===== config.mk =====
export PLATFORM = sky130hd
export DESIGN_NAME = cpu_clk_seq
export DESIGN_NICKNAME = d
export VERILOG_FILES = /design/src/rtl/cpu_clk_seq.sv
export SDC_FILE = /design/constraint.sdc
export NUM_CORES = 2
export LEC_CHECK = 0
export ABC_AREA = 0
export BUFFER_PORTS_ARGS = -buffer_cell sky130_fd_sc_hd__buf_2
export CORE_ASPECT_RATIO = 0.75
export CORE_UTILIZATION = 23
export CTS_CLUSTER_SIZE = 16
export DETAILED_ROUTE_END_ITERATION = 16
export RECOVER_POWER = 100
export SYNTH_ARGS = -nofsm -noshare
export SYNTH_HDL_FRONTEND = slang
export SYNTH_SLANG_ARGS = --single-unit
export TNS_END_PERCENT = 20

===== constraint.sdc =====
create_clock -name clk -period 5.2 [get_ports clk]
set_input_delay 0.26 -clock clk [delete_from_list [all_inputs] [get_ports clk]]
set_output_delay 0.26 -clock clk [all_outputs]
set_load 0.02 [all_outputs]

===== src/rtl/cpu_clk_seq.sv =====
module cpu_clk_seq #(
  parameter int RATE_W        = 32,
  parameter int ENTRIES       = 16,
  parameter int CYCLES_PER_MS = 100,
  parameter bit TRACE_DIV     = 1'b1,
  parameter bit HAS_DIV1      = 1'b1
) (
  input  logic                       clk,
  input  logic                       rst_n,
  input  logic                       tbl_we,
  input  logic [$clog2(ENTRIES)-1:0] tbl_addr,
  input  logic [RATE_W-1:0]          tbl_rate,
  input  logic [31:0]                tbl_div0,
  input  logic [31:0]                tbl_div1,
  input  logic                       req_valid,
  input  logic                       req_post,
  output logic                       req_ready,
  input  logic [RATE_W-1:0]          old_rate,
  input  logic [RATE_W-1:0]          new_rate,
  input  logic [RATE_W-1:0]          alt_rate,
  input  logic                       hpm_src,
  input  logic [2:0]                 mux_stat,
  input  logic [31:0]                div0_busy,
  input  logic [31:0]                div1_busy,
  output logic                       mux_sel,
  output logic [31:0]                div0_word,
  output logic                       div0_wr,
  output logic [31:0]                div1_word,
  output logic                       div1_wr,
  output logic                       ack,
  output logic                       ack_err,
  output logic                       ack_warn
);
  localparam int IDX_W = $clog2(ENTRIES);
  localparam int TO_LIMIT = 10 * CYCLES_PER_MS;
  localparam int TO_W = $clog2(TO_LIMIT + 1);
  localparam logic [31:0] TRACE_M = TRACE_DIV ? 32'h0007_0000 : 32'h0;
  localparam logic [31:0] SAFE_M = 32'h7 | TRACE_M;

  typedef enum logic [3:0] {
    S_IDLE, S_LOOK, S_CALC, S_SAFE, S_MUX, S_D0, S_D1, S_PDIV, S_WAIT, S_DONE
  } st_t;

  logic [RATE_W-1:0] rate_m [ENTRIES];
  logic [31:0]       d0_m   [ENTRIES];
  logic [31:0]       d1_m   [ENTRIES];

  st_t st, ret;
  logic              post_q, err_q, warn_q;
  logic [IDX_W-1:0]  idx;
  logic [RATE_W-1:0] old_q, new_q, alt_q;
  logic [RATE_W+3:0] acc;
  logic [3:0]        k;
  logic [2:0]        sfield;
  logic [1:0]        wkind;
  logic [31:0]       wmask;
  logic [2:0]        wtarget;
  logic [TO_W-1:0]   cnt;

  wire [RATE_W-1:0] min_rate  = (old_q < new_q) ? old_q : new_q;
  wire              need      = (alt_q > old_q) || (old_q > new_q);
  wire [31:0]       safe_word = {29'b0, sfield} | TRACE_M;
  wire              wait_ok   = (wkind == 2'd0) ? ((div0_busy & wmask) == 32'b0) :
                                (wkind == 2'd1) ? (div1_busy == 32'b0) :
                                                  (mux_stat == wtarget);

  assign req_ready = (st == S_IDLE);

  always_ff @(posedge clk) begin
    if (tbl_we) begin
      rate_m[tbl_addr] <= tbl_rate;
      d0_m[tbl_addr]   <= tbl_div0;
      d1_m[tbl_addr]   <= tbl_div1;
    end
  end

  always_ff @(posedge clk or negedge rst_n) begin
    if (!rst_n) begin
      st <= S_IDLE; ret <= S_IDLE;
      post_q <= 1'b0; err_q <= 1'b0; warn_q <= 1'b0;
      idx <= '0; old_q <= '0; new_q <= '0; alt_q <= '0;
      acc <= '0; k <= '0; sfield <= '0;
      wkind <= '0; wmask <= '0; wtarget <= '0; cnt <= '0;
      mux_sel <= 1'b0; div0_word <= '0; div1_word <= '0;
      div0_wr <= 1'b0; div1_wr <= 1'b0;
      ack <= 1'b0; ack_err <= 1'b0; ack_warn <= 1'b0;
    end else begin
      div0_wr <= 1'b0;
      div1_wr <= 1'b0;
      ack     <= 1'b0;
      case (st)
        S_IDLE: if (req_valid) begin
          post_q <= req_post; err_q <= 1'b0; warn_q <= 1'b0;
          old_q <= old_rate; new_q <= new_rate; alt_q <= alt_rate;
          idx <= '0; acc <= '0; k <= '0; sfield <= '0;
          st <= (req_post && !TRACE_DIV) ? S_MUX : S_LOOK;
        end
        S_LOOK: begin
          if (rate_m[idx] == '0) begin
            err_q <= 1'b1; st <= S_DONE;
          end else if (rate_m[idx] == new_q) begin
            st <= post_q ? S_MUX : S_CALC;
          end else if (idx == IDX_W'(ENTRIES - 1)) begin
            err_q <= 1'b1; st <= S_DONE;
          end else begin
            idx <= idx + 1'b1;
          end
        end
        S_CALC: begin
          if (!need) st <= S_MUX;
          else if ((acc < {4'b0, alt_q}) && (k < 4'd9)) begin
            acc <= acc + {4'b0, min_rate};
            k   <= k + 4'd1;
          end else begin
            sfield <= (k == 4'd0) ? 3'd0 : (k >= 4'd9) ? 3'd7 : 3'(k - 4'd1);
            warn_q <= (k >= 4'd9);
            st     <= S_SAFE;
          end
        end
        S_SAFE: begin
          div0_word <= (div0_word & ~SAFE_M) | (safe_word & SAFE_M);
          div0_wr <= 1'b1;
          wkind <= 2'd0; wmask <= SAFE_M; ret <= S_MUX; st <= S_WAIT;
        end
        S_MUX: begin
          mux_sel <= !post_q;
          wkind <= 2'd2; wtarget <= post_q ? 3'd1 : 3'd2;
          ret <= post_q ? S_PDIV : S_D0; st <= S_WAIT;
        end
        S_D0: begin
          div0_word <= d0_m[idx] | (need ? safe_word : 32'b0);
          div0_wr <= 1'b1;
          wkind <= 2'd0; wmask <= '1; ret <= HAS_DIV1 ? S_D1 : S_DONE; st <= S_WAIT;
        end
        S_D1: begin
          div1_word <= hpm_src ? (div1_word & 32'h77) : d1_m[idx];
          div1_wr <= 1'b1;
          wkind <= 2'd1; ret <= S_DONE; st <= S_WAIT;
        end
        S_PDIV: begin
          div0_word <= (div0_word & ~SAFE_M) | (TRACE_DIV ? (d0_m[idx] & TRACE_M) : 32'b0);
          div0_wr <= 1'b1;
          wkind <= 2'd0; wmask <= SAFE_M; ret <= S_DONE; st <= S_WAIT;
        end
        S_WAIT: begin
          if (wait_ok) begin
            cnt <= '0; st <= ret;
          end else if (cnt == TO_W'(TO_LIMIT - 1)) begin
            cnt <= '0; err_q <= 1'b1; st <= ret;
          end else begin
            cnt <= cnt + 1'b1;
          end
        end
        S_DONE: begin
          ack <= 1'b1; ack_err <= err_q; ack_warn <= warn_q; st <= S_IDLE;
        end
        default: st <= S_IDLE;
      endcase
    end
  end


  ack_pulse_chk: assert property (@(posedge clk) disable iff (!rst_n) ack |=> !ack);

  busy_ready_chk: assert property (@(posedge clk) disable iff (!rst_n)
    (req_valid && req_ready) |=> !req_ready);

  div1_alt_chk: assert property (@(posedge clk) disable iff (!rst_n) div1_wr |-> mux_sel);

  wr_excl_chk: assert property (@(posedge clk) disable iff (!rst_n) !(div0_wr && div1_wr));

  timer_bound_chk: assert property (@(posedge clk) disable iff (!rst_n)
    cnt < TO_W'(TO_LIMIT));

  ack_idle_chk: assert property (@(posedge clk) disable iff (!rst_n) ack |-> req_ready);
endmodule


==> results_dict.tcl <==
set metrics [dict create \
    status "finished with violations" \
    violations "max-capacitance violations, max-slew violations" \
    reg2reg_depth 20 \
    max_cap_violations 43 \
    timing.final.crit_share 0.969 \
    num_vias 41774 \
    critPathMaxFanout 7 \
    p_switching_uw 13500 \
    start_kind "flop" \
    dp.cells 8626 \
    crit-reg2reg-launch "new_q[6]" \
    routabilityCongestion 0.901 \
    root_buffer "clkbuf_16" \
    crit_slowest_cell "dfrtp_1" \
    worstSetupStartpoint "new_q[6]" \
    clock_sinks 1775 \
    ff_latch_area_sq_mm 0.0521 \
    wirelength_um 217000 \
    slowest_delay_ns 0.46 \
    power_density_mw_per_mm2 487 \
    p_clk_frac 0.316 \
    chipWidth_um 653 \
    num_rows 178 \
    holdWs_ns 0.171 \
    min_path_cells 5 \
    vdd_ir_drop_max_mv 0.374 \
    grt.total_usage 0.132 \
    start_util 0.232 \
    cp_top_family "compound AO/OA/AOI/OAI gates" \
    vias_per_cell 4.56 \
    hpwl_um 130000 \
    min_path_type "in -> reg" \
    finalSetupViolCount 0 \
    wire_per_inst_um 23.6 \
    fin_cells 9161 \
    grt_pass1_vias 42059 \
    synth-seq-cells 1775 \
    area_delta_synth_final_pct 20.1 \
    crit_arrival_ns 5.72 \
    required_ns 5.88 \
    synth.distinct_cells 87 \
    finalClockSkew_ns 0.111 \
    internal_power_uw 29200 \
    rsz0062_at_grt "false" \
    avgSynthCellArea_sq_um 17.6 \
    clockBufferDepth 4 \
    slew_viol_final 1794 \
    slew-limit-headroom -2.50 \
    timing.fmax_ghz 0.198 \
    grt_pass1_wl_um 307000 \
    power_frac_seq 0.393 \
    synthFlopType "edfxtp_1" \
    multi_input_area_sq_mm 0.0194 \
    synth_warnings 0 \
    synth_edf_count 1536 \
    cpMostUsedCell "o21ai_0" \
    seq_area_frac_synth 0.714 \
    p_comb_frac 0.291 \
    async_flop_share 0.135 \
    clk_latency_ns 0.87 \
    path_buf_inv 3 \
    switching_share 0.316 \
    portBuffers 339 \
    path_clk_slew_ns 0.06 \
    drive_gt1_frac 0.194 \
    die_height_um 490 \
    cp.depth 20 \
    core_sq_mm 0.315 \
    crit_type "reg -> reg" \
    hold_viol 0 \
    tns_ns 0 \
    drt-initial-drc-count 4243 \
    design_area_sq_mm 0.0877 \
    die_area_sq_mm 0.320 \
    numCtsBuffers 183 \
    h-tree-depth 4 \
    grt_max_degree 99 \
    crit_chain "inv_1 -> ha_1 -> and3_1 -> o21ai_0 -> o21ai_0 -> a211oi_4 -> buf_4 -> o21ai_0 -> ha_1 -> inv_1 -> fa_1 -> nor2b_1 -> o21ai_0 -> a21o_1 -> a21oi_1 -> o31a_1 -> nor3_1 -> o31ai_1 -> xnor2_1 -> o21ai_0" \
    cp-end-kind "flop" \
    ant_nets 0 \
    tightest_slew_ns 5.25 \
    min_period_ns 5.04 \
    antenna_found_initial 33 \
    cts_tree "built" \
    ios 340 \
    synthesis.nets 4543 \
    fillers 31371 \
    dr.pass1.iters 5 \
    postPlaceCellArea_sq_mm 0.0804 \
    synth_cells 4139 \
    cts_setup_buffers 0 \
    layout.nets 5182 \
    synthesis.area_sq_mm 0.0730 \
    p_leak_uw 0.0294 \
    hp-start "mux_stat[2]" \
    overflow 0 \
    post-route-drc-count 0 \
]
## metrics by stage
step                      worst slack, ns  utilization  total power, uW
after detailed placement            0.415        0.255            29300
after floorplan                     -2.44            -            25100
final                               0.159        0.279            42700
after CTS                           0.309        0.281            43000
after global routing               0.0120        0.279            44600
after global placement              0.334        0.255            29200
## cells in the final DEF (no fill, tap or decap), types with 31 or more instances in the layout
cell type      synthesis  final
mux4_2               325    325
nor2_1                73     68
edfxtp_1            1536   1536
a21oi_1               78     78
a21o_1                33     33
xnor2_1               40     40
nand2_1              299    296
clkbuf_16              0    187
mux2_2                59     59
dlygate4sd3_1          0    197
buf_4                 25     63
dfrtp_1              239    235
o21ai_0              233    232
buf_2                 37    168
o221ai_1              67     67
clkinv_1               2     32
inv_1                123    123
mux2i_1              191    191
a22o_1                36     36
clkinv_2               0     31
nand3_1               48     48
clkbuf_1              95    228
ha_1                 134    134
## worst reg2reg max path, stage by stage, from the launching register on
cell and delay [ns]:
dfrtp_1 0.46, inv_1 0.18, ha_1 0.33, and3_1 0.20, o21ai_0 0.10, o21ai_0 0.45, a211oi_4 0.19, buf_4 0.21
o21ai_0 0.16, ha_1 0.24, inv_1 0.08, fa_1 0.43, nor2b_1 0.13, o21ai_0 0.14, a21o_1 0.23, a21oi_1 0.25
o31a_1 0.30, nor3_1 0.10, o31ai_1 0.42, xnor2_1 0.17, o21ai_0 0.10
## area by class of cell
cell class | instances | area share
Antenna cell | 8 | 0.000228
Inverter | 125 | 0.00541
Tap cell | 4230 | 0.0604
Timing Repair Buffer | 658 | 0.0491
Sequential cell | 1775 | 0.594
Clock buffer | 228 | 0.0566
Multi-Input combinational cell | 2035 | 0.221
Clock inverter | 102 | 0.0125
## cell families after synthesis
logic type / Yosys count / synth area share
compound gates: 662 / 0.0604
xor+xnor: 51 / 0.00612
fa+ha+maj: 135 / 0.0232
buf+inv: 329 / 0.0209
flops: 1775 / 0.714
mux: 578 / 0.136
simple gates: 609 / 0.0393
## power groups by stage
stage	combinational [uW]	sequential, uW	clock, uW
final	12400	16800	13500
after global routing	13400	16800	14300
after CTS	12500	16800	13800
after detailed placement	12300	17100	0
after global placement	12200	17000	0
after floorplan	8430	16700	0
## routing by layer
metal	part of all wire	track usage	wire length, um	vias to the layer above
li1	-	-	-	17904
met1	0.43	0.179	92200	21945
met2	0.47	0.213	102000	1606
met3	0.077	0.0283	16700	311
met4	0.026	0.0341	5540	8
met5	0.00024	0	53	-
## cells in the mapped netlist, drive strengths merged (6+ instances only)
cell	number	area share
a2111oi	7	0.00098
a211oi	32	0.0034
a21boi	6	0.00062
a21o	33	0.0034
a21oi	78	0.0053
a221oi	14	0.0019
a22o	36	0.0043
a22oi	26	0.0027
a31o	12	0.0014
a31oi	12	0.0010
and2	15	0.0013
and3	16	0.0014
and4	7	0.00084
buf	109	0.0096
clkbuf	95	0.0049
dfrtp	239	0.082
edfxtp	1536	0.63
ha	134	0.023
inv	123	0.0063
mux2	60	0.0093
mux2i	192	0.026
mux4	326	0.10
nand2	299	0.015
nand2b	20	0.0017
nand3	48	0.0033
nand4	22	0.0019
nor2	74	0.0038
nor2b	22	0.0019
nor3	23	0.0016
nor4	25	0.0021
o211ai	18	0.0019
o21a	7	0.00072
o21ai	234	0.016
o221ai	67	0.0080
o22ai	22	0.0019
o31ai	11	0.0011
or2	6	0.00051
or3	10	0.00086
xnor2	40	0.0048
xor2	11	0.0013
## flip-flops by register name, summed over array words and instances, names as in the netlist, 2 cells and up
name	count
alt_q	32
st	4
acc	36
k	4
ret	4
sfield	3
d1_m	512
wkind	2
idx	4
d0_m	512
rate_m	512
new_q	32
div0_word	32
cnt	10
old_q	32
wmask	2
div1_word	32
## worst paths after layout
path	endpoint	slack (ns)
max	acc[30]	0.16
min reg2reg	wmask[18]	0.47
min	cnt[2]	0.17
max in group asynchronous	div0_word[26]	0.83
max reg2reg	acc[30]	0.16
min in group asynchronous	alt_q[4]	1.81
## repair_timing
item	4_1_cts	5_1_grt
resized for setup	0	0
hold buffers	197	0
endpoints found under the hold margin	1736	0
Power figures use the tool's default switching activity.
